[config.mk]
export PLATFORM = sky130hd
export DESIGN_NAME = line_pulse_gen
export DESIGN_NICKNAME = d
export VERILOG_FILES = /design/src/rtl/lpg_pkg.sv /design/src/rtl/lpg_edge_det.sv /design/src/rtl/lpg_counters.sv /design/src/rtl/lpg_shadow_regs.sv /design/src/rtl/lpg_pulse_cmp.sv /design/src/rtl/line_pulse_gen.sv
export SDC_FILE = /design/constraint.sdc
export NUM_CORES = 1
export LEC_CHECK = 0
export ABC_AREA = 1
export CELL_PAD_IN_SITES_DETAIL_PLACEMENT = 2
export CELL_PAD_IN_SITES_GLOBAL_PLACEMENT = 2
export CORE_UTILIZATION = 35
export CTS_CLUSTER_SIZE = 8
export DETAILED_ROUTE_END_ITERATION = 10
export DONT_BUFFER_PORTS = 1
export PLACE_DENSITY = 0.75
export SETUP_SLACK_MARGIN = 0.02
export SLEW_MARGIN = 25
export SYNTH_ARGS = -nofsm -noshare
export SYNTH_HDL_FRONTEND = slang
export SYNTH_SLANG_ARGS = --single-unit
[constraint.sdc]
create_clock -name clk -period 1.98 [get_ports clk]
set_input_delay 0.297 -clock clk [delete_from_list [all_inputs] [get_ports clk]]
set_output_delay 0.297 -clock clk [all_outputs]
set_load 0.05 [all_outputs]
[src/rtl/lpg_pkg.sv]
package lpg_pkg;
  localparam int CNT_W_DEF = 12;
  localparam int NUM_PULSE = 3;
  localparam int NUM_REG   = 2 * NUM_PULSE;
  localparam int ADDR_W    = $clog2(NUM_REG + 1);

  typedef enum logic [1:0] {
    PULSE_CLAMP  = 2'd0,
    PULSE_PBLANK = 2'd1,
    PULSE_HBLANK = 2'd2
  } pulse_id_e;
endpackage

[src/rtl/lpg_edge_det.sv]
module lpg_edge_det #(
  parameter int N = 2
) (
  input  logic         clk,
  input  logic         rst_n,
  input  logic [N-1:0] sig_n_i,
  output logic [N-1:0] fall_o
);
  logic [N-1:0] prev_q;

  always_ff @(posedge clk or negedge rst_n) begin
    if (!rst_n) prev_q <= '1;
    else        prev_q <= sig_n_i;
  end

  assign fall_o = prev_q & ~sig_n_i;
endmodule

[src/rtl/lpg_counters.sv]
module lpg_counters #(
  parameter int CNT_W = 12
) (
  input  logic             clk,
  input  logic             rst_n,
  input  logic             hs_fall_i,
  input  logic             vs_fall_i,
  input  logic             hold_mode_i,
  output logic [CNT_W-1:0] hcount_o,
  output logic [CNT_W-1:0] vcount_o,
  output logic [CNT_W-1:0] hcount_nxt_o,
  output logic             advance_o
);
  localparam logic [CNT_W-1:0] H_TOP = {CNT_W{1'b1}};

  logic [CNT_W-1:0] h_q, h_d, v_q, v_d;
  logic             at_top;

  always_comb begin
    at_top = (h_q == H_TOP);
    if (hs_fall_i)   h_d = '0;
    else if (at_top) h_d = hold_mode_i ? H_TOP : '0;
    else             h_d = h_q + 1'b1;
    advance_o = hs_fall_i | ~at_top | ~hold_mode_i;
    if (vs_fall_i)      v_d = '0;
    else if (hs_fall_i) v_d = v_q + 1'b1;
    else                v_d = v_q;
  end

  always_ff @(posedge clk or negedge rst_n) begin
    if (!rst_n) begin
      h_q <= '0;
      v_q <= '0;
    end else begin
      h_q <= h_d;
      v_q <= v_d;
    end
  end

  assign hcount_o     = h_q;
  assign vcount_o     = v_q;
  assign hcount_nxt_o = h_d;
endmodule

[src/rtl/lpg_shadow_regs.sv]
module lpg_shadow_regs #(
  parameter int CNT_W  = 12,
  parameter int NREG   = 6,
  parameter int ADDR_W = 3
) (
  input  logic                       clk,
  input  logic                       rst_n,
  input  logic                       wr_en_i,
  input  logic [ADDR_W-1:0]          wr_addr_i,
  input  logic [CNT_W-1:0]           wr_data_i,
  input  logic                       load_i,
  output logic [NREG-1:0][CNT_W-1:0] act_nxt_o
);
  logic [NREG-1:0][CNT_W-1:0] stage_q, act_q;

  for (genvar r = 0; r < NREG; r++) begin : g_reg
    logic stage_en;
    assign stage_en     = wr_en_i && (wr_addr_i == ADDR_W'(r));
    assign act_nxt_o[r] = load_i ? stage_q[r] : act_q[r];

    always_ff @(posedge clk or negedge rst_n) begin
      if (!rst_n) begin
        stage_q[r] <= '0;
        act_q[r]   <= '0;
      end else begin
        if (stage_en) stage_q[r] <= wr_data_i;
        if (load_i)   act_q[r]   <= stage_q[r];
      end
    end
  end
endmodule

[src/rtl/lpg_pulse_cmp.sv]
module lpg_pulse_cmp #(
  parameter int CNT_W = 12
) (
  input  logic             clk,
  input  logic             rst_n,
  input  logic             advance_i,
  input  logic [CNT_W-1:0] hcount_nxt_i,
  input  logic [CNT_W-1:0] on_pos_i,
  input  logic [CNT_W-1:0] off_pos_i,
  output logic             pulse_o
);
  logic p_q, p_d;

  always_comb begin
    p_d = p_q;
    if (advance_i) begin
      if (hcount_nxt_i == on_pos_i)       p_d = 1'b1;
      else if (hcount_nxt_i == off_pos_i) p_d = 1'b0;
    end
  end

  always_ff @(posedge clk or negedge rst_n) begin
    if (!rst_n) p_q <= 1'b0;
    else        p_q <= p_d;
  end

  assign pulse_o = p_q;
endmodule

[src/rtl/line_pulse_gen.sv]
module line_pulse_gen
  import lpg_pkg::*;
#(
  parameter int CNT_W = CNT_W_DEF
) (
  input  logic              clk,
  input  logic              rst_n,
  input  logic              sat_mode_i,
  input  logic              hsync_n_i,
  input  logic              vsync_n_i,
  input  logic              wr_en_i,
  input  logic [ADDR_W-1:0] wr_addr_i,
  input  logic [CNT_W-1:0]  wr_data_i,
  output logic [CNT_W-1:0]  hcount_o,
  output logic [CNT_W-1:0]  vcount_o,
  output logic              clamp_o,
  output logic              pblank_o,
  output logic              hblank_o,
  output logic              sample_en_o
);
  logic [1:0]                      falls;
  logic                            hs_fall, vs_fall;
  logic                            armed_q, mode_q, line_q, line_d;
  logic [CNT_W-1:0]                h_nxt;
  logic                            advance;
  logic [NUM_REG-1:0][CNT_W-1:0]   pos;
  logic [NUM_PULSE-1:0]            pulses;

  lpg_edge_det #(.N(2)) u_edge (
    .clk(clk), .rst_n(rst_n),
    .sig_n_i({vsync_n_i, hsync_n_i}), .fall_o(falls)
  );
  assign hs_fall = falls[0];
  assign vs_fall = falls[1];

  // Overflow policy captured on the first edge after reset release.
  always_ff @(posedge clk or negedge rst_n) begin
    if (!rst_n) armed_q <= 1'b0;
    else        armed_q <= 1'b1;
  end

  always_ff @(posedge clk) begin
    if (!armed_q) mode_q <= sat_mode_i;
  end

  assign line_d = line_q | hs_fall;
  always_ff @(posedge clk or negedge rst_n) begin
    if (!rst_n) line_q <= 1'b0;
    else        line_q <= line_d;
  end

  lpg_counters #(.CNT_W(CNT_W)) u_cnt (
    .clk(clk), .rst_n(rst_n),
    .hs_fall_i(hs_fall), .vs_fall_i(vs_fall), .hold_mode_i(mode_q),
    .hcount_o(hcount_o), .vcount_o(vcount_o),
    .hcount_nxt_o(h_nxt), .advance_o(advance)
  );

  lpg_shadow_regs #(.CNT_W(CNT_W), .NREG(NUM_REG), .ADDR_W(ADDR_W)) u_regs (
    .clk(clk), .rst_n(rst_n),
    .wr_en_i(wr_en_i), .wr_addr_i(wr_addr_i), .wr_data_i(wr_data_i),
    .load_i(vs_fall), .act_nxt_o(pos)
  );

  for (genvar p = 0; p < NUM_PULSE; p++) begin : g_pulse
    lpg_pulse_cmp #(.CNT_W(CNT_W)) u_cmp (
      .clk(clk), .rst_n(rst_n),
      .advance_i(advance), .hcount_nxt_i(h_nxt),
      .on_pos_i(pos[2*p]), .off_pos_i(pos[2*p+1]),
      .pulse_o(pulses[p])
    );
  end

  assign clamp_o     = pulses[PULSE_CLAMP];
  assign pblank_o    = pulses[PULSE_PBLANK];
  assign hblank_o    = pulses[PULSE_HBLANK];
  assign sample_en_o = line_q;
endmodule

# ---- Word-level counts from Yosys, hierarchy flattened
# Index checks and enable logic that the tools add are counted.
dict set report op_classes {
  reduce_logical 14
  mux 17
  addsub 2
  bitwise 7
  n_eq_ne 12
}
# operator count
set ops {}
lappend ops {{$mux W12} 11}
lappend ops {{$eq A12 B12 Y1} 6}
lappend ops {{$add A12 B1 Y12 const B} 2}
lappend ops {{$eq A12 B12 Y1 const B} 1}
lappend ops {{$reduce_bool A2 Y1} 4}
lappend ops {{$eq A3 B2 Y1 const B} 2}
lappend ops {{$eq A3 B3 Y1 const B} 2}
lappend ops {{$logic_and A1 B1 Y1} 6}
lappend ops {{$mux W1} 6}
lappend ops {{$reduce_and A2 Y1} 3}
lappend ops {{$eq A3 B1 Y1 const B} 1}
lappend ops {{$logic_not A3 Y1} 1}
lappend ops {{$or A1 B1 Y1} 3}
lappend ops {{$and A2 B2 Y2} 1}
lappend ops {{$not A1 Y1} 2}
lappend ops {{$not A2 Y2} 1}
dict set report word_totals {
  wordCells 73
  in_bits 21
  reg_bits 176
  output_inout_bits 28
}

# ---- Depth between registers and ports, before layout
# Gate-level depths: netlist of run 1.
dict set report depth {
  word_depth 6
  depth_mapped 16
  mapped_depth_nobuf 16
}

# ---- Hierarchy
# A second synthesis of run 1 with hierarchy kept.
dict set report hier_totals {
  hier_cells 1097
  area_unflattened_um2 8491.9
}
# module cells_per_inst seq_area_each_um2 area_each_um2 instances
set by_module_without_submodules {}
lappend by_module_without_submodules {lpg_shadow_regs 631 3603.5 5709.2 1}
lappend by_module_without_submodules {lpg_pulse_cmp 96 25.0 435.4 3}
lappend by_module_without_submodules {lpg_counters 164 600.6 1305.0 1}
lappend by_module_without_submodules {line_pulse_gen 8 80.1 98.8 1}
lappend by_module_without_submodules {lpg_edge_det 6 52.6 72.6 1}

# ---- Worst setup path before layout of run 1
# OpenSTA, ideal clock, no wires.
dict set report synth_path {
  kind {reg-to-reg}
  startpoint {register u_cnt.h_q[0] (netlist: u_cnt.hcount_o[0])}
  endpoint {register g_pulse[0].u_cmp.p_q}
  required_time_ns 1.861
  period_less_slack_ns 2.275
  slack_ns -0.295
  setup_ns 0.119
  path_stages_with_launch 15
  n_path_buf 1
  arrival_time_ns 2.156
  path_cell_list {dfrtp_1 ha_1 nand2_2 nor2_4 nand3_2 nand2_2 nand2_4 buf_8 nand2_8 xor2_1 nand2_1 nor2_1 nand2_1 nand2_1 nand2_1}
}
dict set report synth_between {
  elab_chain_len 6
  word_cells_on_any_way 12
  classes_between {add/sub (1); eq/ne (3); mux (3); bitwise (3); reduce/logical (2)}
}
# element line_no
set synth_lines {}
lappend synth_lines {{start: declaration} lpg_counters.sv:16} ;# logic [CNT_W-1:0] h_q, h_d, v_q, v_d;
lappend synth_lines {{start signal: assignment} lpg_counters.sv:32} ;# h_q <= '0;
lappend synth_lines {{start signal: assignment} lpg_counters.sv:35} ;# h_q <= h_d;
lappend synth_lines {{$add A12 B1 Y12 / $eq A12 B12 Y1 (equally long branches)} {lpg_counters.sv:23, lpg_counters.sv:20}}
lappend synth_lines {{$mux W12} lpg_counters.sv:22} ;# else if (at_top) h_d = hold_mode_i ? H_TOP : '0;
lappend synth_lines {{$mux W12} lpg_counters.sv:21} ;# if (hs_fall_i) h_d = '0;
lappend synth_lines {{$eq A12 B12 Y1 (on tied branches)} {lpg_pulse_cmp.sv:18, lpg_pulse_cmp.sv:17}}
lappend synth_lines {{$reduce_bool A2 Y1 (no line)} --}
lappend synth_lines {{$reduce_and A2 Y1 (no line)} --}
lappend synth_lines {{end signal: assignment} lpg_pulse_cmp.sv:24} ;# else p_q <= p_d;
lappend synth_lines {{end: declaration} lpg_pulse_cmp.sv:12} ;# logic p_q, p_d;
# Parallel ways exist; a longest one is shown, timed or not.
# A chain may end at the register's enable or synchronous reset.

# ---- Worst setup path after layout of run 1
dict set report layout_path {
  startpoint {register u_edge.prev_q[1]}
  endpoint {register g_pulse[0].u_cmp.p_q}
}
dict set report layout_between {
  elab_chain_len 5
  word_cells_on_any_way 8
  classes_between {eq/ne (2); mux (3); bitwise (1); reduce/logical (2)}
}
# element line_no
set layout_lines {}
lappend layout_lines {{start: declaration} lpg_edge_det.sv:9} ;# logic [N-1:0] prev_q;
lappend layout_lines {{start signal: assignment} lpg_edge_det.sv:13} ;# else prev_q <= sig_n_i;
lappend layout_lines {{$and A2 B2 Y2} lpg_edge_det.sv:16} ;# assign fall_o = prev_q & ~sig_n_i;
lappend layout_lines {{$mux W12} lpg_shadow_regs.sv:19} ;# assign act_nxt_o[r] = load_i ? stage_q[r] : act_q[r];
lappend layout_lines {{via g_pulse[0].u_cmp.off_pos_i[4]} lpg_pulse_cmp.sv:9} ;# input logic [CNT_W-1:0] off_pos_i,
lappend layout_lines {{$eq A12 B12 Y1} lpg_pulse_cmp.sv:18} ;# else if (hcount_nxt_i == off_pos_i) p_d = 1'b0;
lappend layout_lines {{$reduce_bool A2 Y1 (no line)} --}
lappend layout_lines {{$reduce_and A2 Y1 (no line)} --}
# The timed path passes the listed nets, and every way through them passes these cells.

==> results of run 1 <==
[power groups by stage]
stage               clock (mW)  sequential, mW  combinational (mW)
floorplan                    0            4.82                1.65
global placement             0            4.73                3.07
detailed placement           0            4.77                3.22
CTS                       3.87            4.72                3.40
global route              3.97            4.80                3.79
finish                    3.80            4.74                3.51
[worst paths after layout]
| path | start | to | slack (ns) | cells after the start |
|---|---|---|---|---|
| worst max-delay path | u_edge.prev_q[1] | g_pulse[0].u_cmp.pulse_o | -0.32 | 14 |
| worst min-delay path | rst_n | u_regs.stage_q[68] | -0.45 | 0 |
| worst max register to register | u_edge.prev_q[1] | g_pulse[0].u_cmp.pulse_o | -0.32 | 14 |
| worst min register to register | u_regs.stage_q[49] | u_regs.stage_q[49] | 0.49 | 2 |
| max in group asynchronous | rst_n | u_cnt.hcount_o[7] | 1.90 | 0 |
| min in group clk | wr_data_i[0] | u_regs.stage_q[36] | 0.11 | 2 |
[through the flow]
| step | worst slack [ns] | util (%) | cell area, um2 |
|---|---|---|---|
| finish | -0.324 | 45.2 | 10600 |
| detailed placement | -0.321 | 40.8 | 9560 |
| global route | -0.433 | 45.2 | 10600 |
| CTS | -0.194 | 44.5 | 10400 |
| global placement | -0.222 | 40.8 | 9560 |
| floorplan | -0.0387 | - | 8360 |
[cells in the mapped netlist, drive strengths merged (2+ instances only)]
| cell | instances |
|---|---|
| a211oi | 4 |
| nor2 | 61 |
| ha | 2 |
| nand4 | 6 |
| xnor2 | 4 |
| nor3 | 5 |
| a21oi | 13 |
| or2 | 8 |
| clkbuf | 14 |
| dfrtp | 173 |
| buf | 21 |
| nand2 | 399 |
| o21ai | 112 |
| nand3b | 11 |
| xor2 | 11 |
| nand3 | 61 |
| dfstp | 2 |
| inv | 118 |
| o21a | 5 |
[flip-flops by register name, indices dropped and copies added (netlist names)]
name	flops
armed_q	1
g_pulse.u_cmp.pulse_o	3
mode_q	1
sample_en_o	1
u_cnt.hcount_o	12
u_cnt.vcount_o	12
u_edge.prev_q	2
u_regs.act_q	72
u_regs.stage_q	72
[worst register-to-register path, delay by kind of cell, from the launching register on]
family                 cells  cell delay (ns)
and+or+nand+nor           10             1.15
DFF                        1             0.52
buffers and inverters      3             0.41
AOI/OAI and AO/OA          1             0.14
[routing by layer]
| layer | GRT usage (%) | up-vias |
|---|---|---|
| li1 | - | 3453 |
| met1 | 34.2 | 3969 |
| met2 | 48.4 | 163 |
| met3 | 4.31 | 59 |
| met4 | 9.85 | 0 |
| met5 | 0 | - |
[layout make-up]
class / count / area [um2] / area share, %
flip-flops and latches: 176 / 4420 / 41.8
multi-input cells: 706 / 3480 / 32.9
clock buffers: 18 / 439 / 4.15
inverters: 118 / 445 / 4.21
repair buffers: 132 / 1190 / 11.3
clock inverters: 13 / 198 / 1.87
well taps: 319 / 399 / 3.77
[logic make-up (layout without fill, tap and decap cells)]
| logic type | count (synthesis) | count (layout) |
|---|---|---|
| buffers and inverters | 153 | 281 |
| flip-flops | 176 | 176 |
| other | 1 | 1 |
| adder cells (fa/ha/maj) | 2 | 2 |
| AND/OR/NAND/NOR | 552 | 552 |
| XOR/XNOR | 15 | 15 |
| AO/OA/AOI/OAI | 136 | 136 |
[repair_timing]
| item | 4_1_cts | 5_1_grt |
|---|---|---|
| cloned | 0 | 1 |
| setup buffers | 4 | 4 |
| endpoints found under the setup margin | 5 | 7 |
| endpoints found under the hold margin | 178 | 175 |
| pin swaps | 8 | 16 |
| gates resized for setup | 38 | 29 |
==> flow_summary.json, run 1 <==
{
  "io_pins": 49,
  "highest_layer": "met4",
  "io_buffers": 0,
  "final_cell_mix": "nand2_1 (375), dfrtp_1 (163), inv_1 (113)",
  "drc_errors": 0,
  "antenna_found_initial": 0,
  "worstPathArrival_ns": 2.63,
  "ys_warn_count": 0,
  "netlist-cell-type-count": 39,
  "grt-ovfl-total": 0,
  "violations": "hold timing, setup timing",
  "p_comb_share_pct": 29.1,
  "crit_required_ns": 2.31,
  "synth_largest_area_cell": "dfrtp_1",
  "synth_seq_cells": 176,
  "run_status": "finished with violations",
  "gp_routability_congestion": 0.869,
  "crit_family": "simple AND/OR/NAND/NOR gates",
  "synthCells": 1035,
  "cts_hold_buf": 3,
  "power_switching_mw": 4.31,
  "drive_gt1_share_pct": 21.0,
  "worst_setup_path_start_kind": "register",
  "async_flop_share_pct": 99.4,
  "final_common_cell": "nand2_1",
  "insertion_delay_ns": 0.45,
  "synth_simple_gate_area_share_pct": 28.7,
  "ir_drop_v": 0.000498,
  "worst-slew-pin-transition_ns": 0.656,
  "path_class": "reg -> reg",
  "finalCritPeriodShare_pct": 116,
  "setup_ws_ns": -0.324,
  "synth.top_cell.area_share_pct": 52.1,
  "start_util_pct": 35.5,
  "synthTopCellsByArea": "dfrtp_1 (52%), nand2_1 (17%), inv_1 (5.1%)",
  "slowest_delay_ns": 0.52,
  "cp.buffers_inverters": 3,
  "cts_buffers": 17,
  "die_w_um": 156,
  "path_clk_slew_ns": 0.07,
  "hold_violations": 174,
  "syn_area_mm2": 0.00831,
  "worstHoldPathType": "in -> async",
  "detail_route.wl_per_cell_um": 22.4,
  "dieArea_mm2": 0.0244,
  "drv_slew": 0,
  "cts.path.max_buffers": 2,
  "crit_chain": "inv_1 > or2_4 > buf_12 > buf_4 > nand2_1 > o21ai_1 > nand2_1 > nand2_1 > nor2_1 > nand2_1 > nor2_1 > nand2_1 > nand2_1 > nand2_1",
  "diodes": 0,
  "slew_headroom_pct": 56.3,
  "cts_sinks": 176,
  "grt_pass1_vias": 8581,
  "syn_to_final_growth_pct": 27.3,
  "finalPower_mw": 12.0,
  "synth_top_family_by_area": "simple AND/OR/NAND/NOR gates",
  "fp-row-count": 56,
  "wl_met2_mm": 17.0,
  "ant_nets": 0,
  "drt_pass1_iterations": 5,
  "max_freq_ghz": 0.434,
  "drtIter0Drc": 423,
  "layout.cells.non_filler": 1482,
  "fin_skew_ns": 0.0145,
  "drt-met1-wl_mm": 14.3,
  "die_h_um": 156,
  "root_buffer": "clkbuf_16",
  "nNetsFinal": 1174,
  "power.density_mw_per_mm2": 1140,
  "post_synth_fa_ha_maj_area_fraction_pct": 0.301,
  "switching_share_pct": 35.8,
  "synth-edff-count": 1,
  "grt_max_degree": 176,
  "synth_compound_area_share_pct": 8.60,
  "cts_tree": "built",
  "ys_seq_area_share_pct": 53.1,
  "synth_area_per_cell_um2": 8.03,
  "report.final.setup_viol": 4,
  "synth_flop_cell": "dfrtp_1",
  "period_minus_slack_ns": 2.30,
  "fill_cells": 2612,
  "cpMostUsedCell": "nand2_1",
  "core_mm2": 0.0234,
  "grt_pass1_wl_mm": 49.4,
  "p_int_mw": 7.73,
  "grtUsageTotal_pct": 27.6,
  "syn_nets": 1058,
  "dp_hpwl_mm": 21.2,
  "vias": 7644,
  "postRouteWirelength_mm": 33.2,
  "htree_levels": 4,
  "routed_via_density": 5.16,
  "hold_slack_ns": -0.448,
  "endpoint_kind": "register",
  "maxCapViolCount": 0,
  "dp.cells": 1439,
  "muxShareOfSynthArea_pct": 0,
  "setup_tns_ns": -0.812,
  "rsz0062_at_grt": "true",
  "wl_met3_um": 947,
  "crit_path_top_delay_cell": "dfstp_2",
  "power.share.sequential_pct": 39.4,
  "leakage_nw": 5.49,
  "cp_max_fo": 39,
  "clkPwrFrac_pct": 31.5,
  "synth-xor-area-share_pct": 1.58
}
No activity file was read; power rests on OpenSTA's default activity.
==> run 2: changes to the inputs <==
ABC_AREA = 0   (was 1)
CORE_UTILIZATION = 40   (was 35)
PLACE_DENSITY = 0.73   (was 0.75)
==> run 2 against run 1 <==
- the run still ends with hold timing, setup timing left
- clock skew fell by 0.0034 ns
- largest cell class unchanged
- core utilization rose by 7.4 points
- non-clock buffer count fell by 7
- die area fell by 18%
==> flow_summary.json, run 2 <==
{
  "run_status": "finished with violations",
  "violations": "hold timing, setup timing",
  "reg.largest.list": "u_regs.act_q (72), u_regs.stage_q (72)",
  "drv_slew": 0,
  "gp_routability_congestion": 0.835,
  "synth.top_cell.area_share_pct": 55.8,
  "finalCritPeriodShare_pct": 146,
  "drt_pass1_iterations": 4,
  "worstHoldPathType": "in -> async",
  "grt_pass1_wl_mm": 39.0,
  "synth_most_common_cell": "dfrtp_1",
  "routed_via_density": 5.36,
  "cts_sinks": 176,
  "ys_seq_area_share_pct": 56.9,
  "path_class": "reg -> reg",
  "synthTopCellsByArea": "dfrtp_1 (56%), mux2_2 (20%), xor2_1 (4.9%)",
  "crit_chain": "ha_4 > nand2_4 > or4_4 > o21ai_4 > buf_4 > buf_4 > a21oi_4 > xnor2_1 > nand3_1 > o31ai_2 > o41ai_2",
  "synth-edff-count": 1,
  "regToRegSetupSlack_ns": -0.92,
  "antenna_found_initial": 0,
  "cpMostUsedCell": "buf_4",
  "grtUsageTotal_pct": 27.2,
  "drc_errors": 0,
  "diodes": 0,
  "leakage_nw": 4.35,
  "async_flop_share_pct": 99.4,
  "ys_warn_count": 0,
  "crit_required_ns": 2.30,
  "slowest_delay_ns": 0.57,
  "cts.path.max_buffers": 2,
  "synth_seq_cells": 176,
  "nNetsFinal": 719,
  "syn_area_mm2": 0.00776,
  "multi_input_area_mm2": 0.00344,
  "io_pins": 49,
  "synth_flop_cell": "dfrtp_1",
  "grt_max_degree": 176,
  "synthCells": 576,
  "dp_hpwl_mm": 15.4,
  "period_minus_slack_ns": 2.90,
  "hold_violations": 175,
  "synth_largest_area_cell": "dfrtp_1",
  "die_w_um": 141,
  "core_mm2": 0.0188,
  "power.density_mw_per_mm2": 1210,
  "syn_to_final_growth_pct": 27.6,
  "synth_area_per_cell_um2": 13.5,
  "ant_nets": 0,
  "synthTopCellsByCount": "dfrtp_1 (173), mux2_2 (140), xor2_1 (43)",
  "start_util_pct": 41.2,
  "vias": 5196,
  "cp.buffers_inverters": 2,
  "io_buffers": 0,
  "report.final.setup_viol": 8,
  "slew_headroom_pct": 58.0,
  "dieArea_mm2": 0.0200,
  "postRouteWirelength_mm": 27.2,
  "netlist-cell-type-count": 49,
  "cp_max_fo": 7,
  "fp-row-count": 50,
  "grt_pass1_vias": 6175,
  "grt-ovfl-total": 0,
  "regArea_mm2": 0.00443,
  "worstPathArrival_ns": 3.22,
  "worst_setup_path_start_kind": "register",
  "cts_buffers": 17,
  "r2r_start": "u_cnt.hcount_o[1]",
  "crit_path_top_delay_cell": "or4_4",
  "worst-slew-pin-transition_ns": 0.631,
  "max_freq_ghz": 0.345,
  "endpoint_kind": "register",
  "rsz0062_at_grt": "true",
  "rr_endpoint": "g_pulse[1].u_cmp.pulse_o",
  "final_cell_mix": "dfrtp_1 (161), mux2_2 (140), buf_4 (95)",
  "crit_family": "simple AND/OR/NAND/NOR gates",
  "hold_slack_ns": -0.460,
  "cts_tree": "built",
  "setup_ws_ns": -0.917,
  "fill_cells": 1745,
  "ir_drop_v": 0.000771,
  "final_common_cell": "dfrtp_1",
  "syn_nets": 599,
  "drtIter0Drc": 230,
  "detail_route.wl_per_cell_um": 28.1,
  "fin_skew_ns": 0.0111,
  "path_clk_slew_ns": 0.08,
  "insertion_delay_ns": 0.44,
  "reg2reg_depth": 11,
  "die_h_um": 141,
  "dp_slack_ns": -1.16,
  "drive_gt1_share_pct": 47.8,
  "maxCapViolCount": 0,
  "root_buffer": "clkbuf_16",
  "htree_levels": 4
}
[run 2: worst max path at each step]
| stage | cells after the start | end | startpoint | slack, ns |
|---|---|---|---|---|
| floorplan | 12 | g_pulse[0].u_cmp.pulse_o | u_cnt.hcount_o[0] | -0.82 |
| global placement | 10 | g_pulse[1].u_cmp.pulse_o | u_cnt.hcount_o[3] | -0.92 |
| detailed placement | 10 | g_pulse[1].u_cmp.pulse_o | u_cnt.hcount_o[3] | -1.16 |
| CTS | 10 | g_pulse[0].u_cmp.pulse_o | u_cnt.hcount_o[0] | -0.84 |
| global route | 11 | g_pulse[1].u_cmp.pulse_o | u_cnt.hcount_o[3] | -0.98 |
| finish | 11 | g_pulse[1].u_cmp.pulse_o | u_cnt.hcount_o[1] | -0.92 |
[run 2: final cells by class]
| type | count | share of cell area, % |
|---|---|---|
| clock inverter | 14 | 1.72 |
| timing repair buffer | 125 | 10.8 |
| tap | 260 | 3.29 |
| sequential | 176 | 44.7 |
| clock buffer | 18 | 4.44 |
| multi-input combinational | 368 | 34.8 |
| inverter | 8 | 0.329 |
[run 2: repair_timing]
action	4_1_cts	5_1_grt
hold buffers	14	3
endpoints found under the setup margin	17	15
pin swaps	17	8
setup buffers	9	9
hold endpoints to repair	202	179
gates resized for setup	34	13
cloned	0	0
[run 2: worst register-to-register path, delay by kind of cell (launching register included)]
kind                       cells  cell delay, ns
xor gates and xnor gates       1            0.34
AOI/OAI and AO/OA              4            0.71
adders and majority gates      1            0.16
and+or+nand+nor                3            0.79
DFF                            1            0.40
buffers and inverters          2            0.37
[run 2: power breakdown]
group	leakage [nW]	internal, mW	total (mW)	switching, mW
Clock	0.300	1.95	3.56	1.62
Sequential	2.13	4.46	5.11	0.652
Combinational	1.92	1.55	3.33	1.78
[run 2: logic make-up (layout without fill, tap and decap cells)]
family	count (synthesis)	in the layout	synth area share, %
fa+ha+maj	2	2	0.322
mux	146	146	21.1
buf+inv	32	165	1.79
simple gates	109	109	7.56
xor+xnor	82	82	9.26
other cells	1	1	0.0483
flops	176	176	56.9
compound gates	28	28	3.06
[run 2: layer usage]
layer | track usage (%) | vias up | share of wire (%)
met2 | 47.1 | 132 | 52
met3 | 5.33 | 52 | 4.4
li1 | - | 2253 | -
met5 | 0 | - | 0
met1 | 33.0 | 2759 | 40
met4 | 11.9 | 0 | 3.7
[run 2: metrics by stage]
stage | power [mW] | setup TNS [ns] | cells | cell area (um2) | utilization, %
floorplan | 6.77 | -2.89 | 576 | 7810 | -
global placement | 7.63 | -2.86 | 904 | 8770 | 46.6
detailed placement | 7.89 | -4.21 | 904 | 8770 | 46.6
CTS | 11.8 | -2.43 | 958 | 9760 | 51.8
global route | 12.4 | -3.30 | 969 | 9900 | 52.6
finish | 12.0 | -2.75 | 969 | 9900 | 52.6
==> run 3: changes to the inputs <==
clock period = 2.4 ns   (was 1.98 ns; I/O delays follow)
==> run 3 against run 2 <==
- the flow still finishes with violations (hold timing, setup timing)
- critical path type unchanged
- critical endpoint is now g_pulse[2].u_cmp.pulse_o
- final area shrank 1.4%
- non-clock buffer count shrank 17
- via count is essentially flat
- clock-buffer cell count grew 3
==> flow_summary.json, run 3 (synthesized netlist as in run 2, its figures left out) <==
{
  "run_status": "finished with violations",
  "violations": "hold timing, setup timing",
  "multi_input_area_mm2": 0.00351,
  "detail_route.wl_per_cell_um": 28.1,
  "postRouteWirelength_mm": 26.7,
  "cts_buffers": 17,
  "cp_max_fo": 4,
  "power_switching_mw": 3.33,
  "power.share.sequential_pct": 42.9,
  "max_freq_ghz": 0.348,
  "gp_routability_congestion": 0.872,
  "report.final.setup_viol": 3,
  "syn_to_final_growth_pct": 25.9,
  "die_h_um": 141,
  "core_mm2": 0.0188,
  "reg.largest.list": "u_regs.act_q (72), u_regs.stage_q (72)",
  "slew_headroom_pct": 58.5,
  "use_met2_pct": 47.1,
  "start_util_pct": 41.2,
  "insertion_delay_ns": 0.44,
  "power.density_mw_per_mm2": 1000,
  "grt_max_degree": 176,
  "path_clk_slew_ns": 0.07,
  "layout.cells.non_filler": 952,
  "setup_ws_ns": -0.470,
  "worst-slew-pin-transition_ns": 0.622,
  "hold_slack_ns": -0.392,
  "p_int_mw": 6.44,
  "worst_setup_path_start_kind": "register",
  "crit_path_top_delay_cell": "dfrtp_2",
  "root_buffer": "clkbuf_16",
  "regArea_mm2": 0.00443,
  "final_cell_mix": "dfrtp_1 (161), mux2_2 (140), buf_4 (90)",
  "fill_cells": 1773,
  "use_met1_pct": 32.2,
  "fin_skew_ns": 0.0112,
  "finalPower_mw": 9.77,
  "period_minus_slack_ns": 2.87,
  "maxCapViolCount": 0,
  "setup_tns_ns": -1.33,
  "use_met3_pct": 4.29,
  "drive_gt1_share_pct": 48.0,
  "busiest_layer": "met2",
  "dp.cells": 900,
  "htree_levels": 4,
  "antenna_found_initial": 0,
  "slowest_delay_ns": 0.56,
  "routed_via_density": 5.45,
  "drv_slew": 0,
  "drt_pass1_iterations": 4,
  "drc_errors": 0,
  "finalCritPeriodShare_pct": 120,
  "grt_pass1_vias": 5971,
  "path_class": "reg -> reg",
  "dp_hpwl_mm": 15.1,
  "switching_share_pct": 34.1,
  "cts_hold_buf": 2,
  "diodes": 0,
  "ir_drop_v": 0.000518,
  "reg2reg_depth": 12,
  "cts_tree": "built",
  "final_common_cell": "dfrtp_1",
  "drtIter0Drc": 311,
  "die_w_um": 141,
  "crit_required_ns": 2.77,
  "dieArea_mm2": 0.0200,
  "fp-row-count": 50,
  "vias": 5191,
  "dp_slack_ns": -0.571,
  "nNetsFinal": 702,
  "grt_pass1_wl_mm": 37.7,
  "p_comb_share_pct": 29.4,
  "endpoint_kind": "register",
  "hold_violations": 175,
  "io_pins": 49,
  "io_buffers": 0,
  "cts_sinks": 176,
  "grtUsageTotal_pct": 26.4,
  "cpMostUsedCell": "buf_6",
  "ant_nets": 0,
  "worstPathArrival_ns": 3.25,
  "grt-ovfl-total": 0,
  "leakage_nw": 4.24,
  "worstHoldPathType": "in -> async",
  "rsz0062_at_grt": "true",
  "crit_chain": "nand4_4 > buf_6 > nor4_4 > and3_4 > a31oi_4 > buf_6 > buf_12 > buf_4 > xnor2_1 > nor2_1 > nand4_1 > nand2_1",
  "cts.path.max_buffers": 2,
  "clkPwrFrac_pct": 27.8
}
run 3: cell types whose count changed in the layout (fill, tap and decap cells not counted), sizes merged:
cell,delta
dlygate4sd3,-15
buf,-2
bufinv,-1
clkinvlp,+3
inv,-6
clkinv,+1
clkbuf,+3
run 3: power by group through the flow:
stage	clock network, mW	registers, mW	logic, mW
finish	2.71	4.19	2.87
global route	2.84	4.25	3.00
CTS	2.68	4.14	2.51
detailed placement	0	4.17	2.28
global placement	0	4.09	2.16
floorplan	0	4.14	1.44
run 3: layer usage:
metal  wire (um)  vias to the layer above
li1            -                     2224
met1       11200                     2803
met2       13900                      111
met3         827                       53
met4         786                        0
met5           0                        -
run 3: worst max-delay path: cells and delay by family (launching register included):
kind / cells / cell delay [ns]
xor gates and xnor gates: 1 / 0.16
AOI/OAI and AO/OA: 1 / 0.06
and+or+nand+nor: 6 / 1.40
DFF: 1 / 0.56
buffers and inverters: 4 / 0.59
run 3: worst paths after layout:
check,slack (ns),end,from
setup / recovery,-0.47,g_pulse[2].u_cmp.pulse_o,u_cnt.hcount_o[3]
hold / removal,-0.39,u_cnt.vcount_o[7],rst_n
setup reg to reg,-0.47,g_pulse[2].u_cmp.pulse_o,u_cnt.hcount_o[3]
hold reg to reg,0.51,u_regs.stage_q[22],u_regs.stage_q[22]
max in group asynchronous,2.35,u_regs.stage_q[54],rst_n
min in group clk,0.01,mode_q,sat_mode_i
run 3: cell type report:
type,instances,share of cell area [%]
Clock buffer,21,4.51
Clock inverter,11,1.11
Inverter,8,0.307
Multi-Input combinational cell,368,35.9
Sequential cell,176,45.3
Tap cell,260,3.33
Timing Repair Buffer,108,9.51
run 3: through the flow:
| stage | cell area [um2] | utilization, % |
|---|---|---|
| global placement | 8740 | 46.4 |
| finish | 9770 | 51.9 |
| detailed placement | 8740 | 46.4 |
| global route | 9770 | 51.9 |
| floorplan | 7790 | - |
| CTS | 9550 | 50.7 |
run 3: what timing repair did:
item	in CTS	in global routing
endpoints found under the setup margin	3	3
hold endpoints to repair	177	175
gates cloned	0	0
buffers inserted	9	9
resized for setup	33	22
pin swaps	10	9
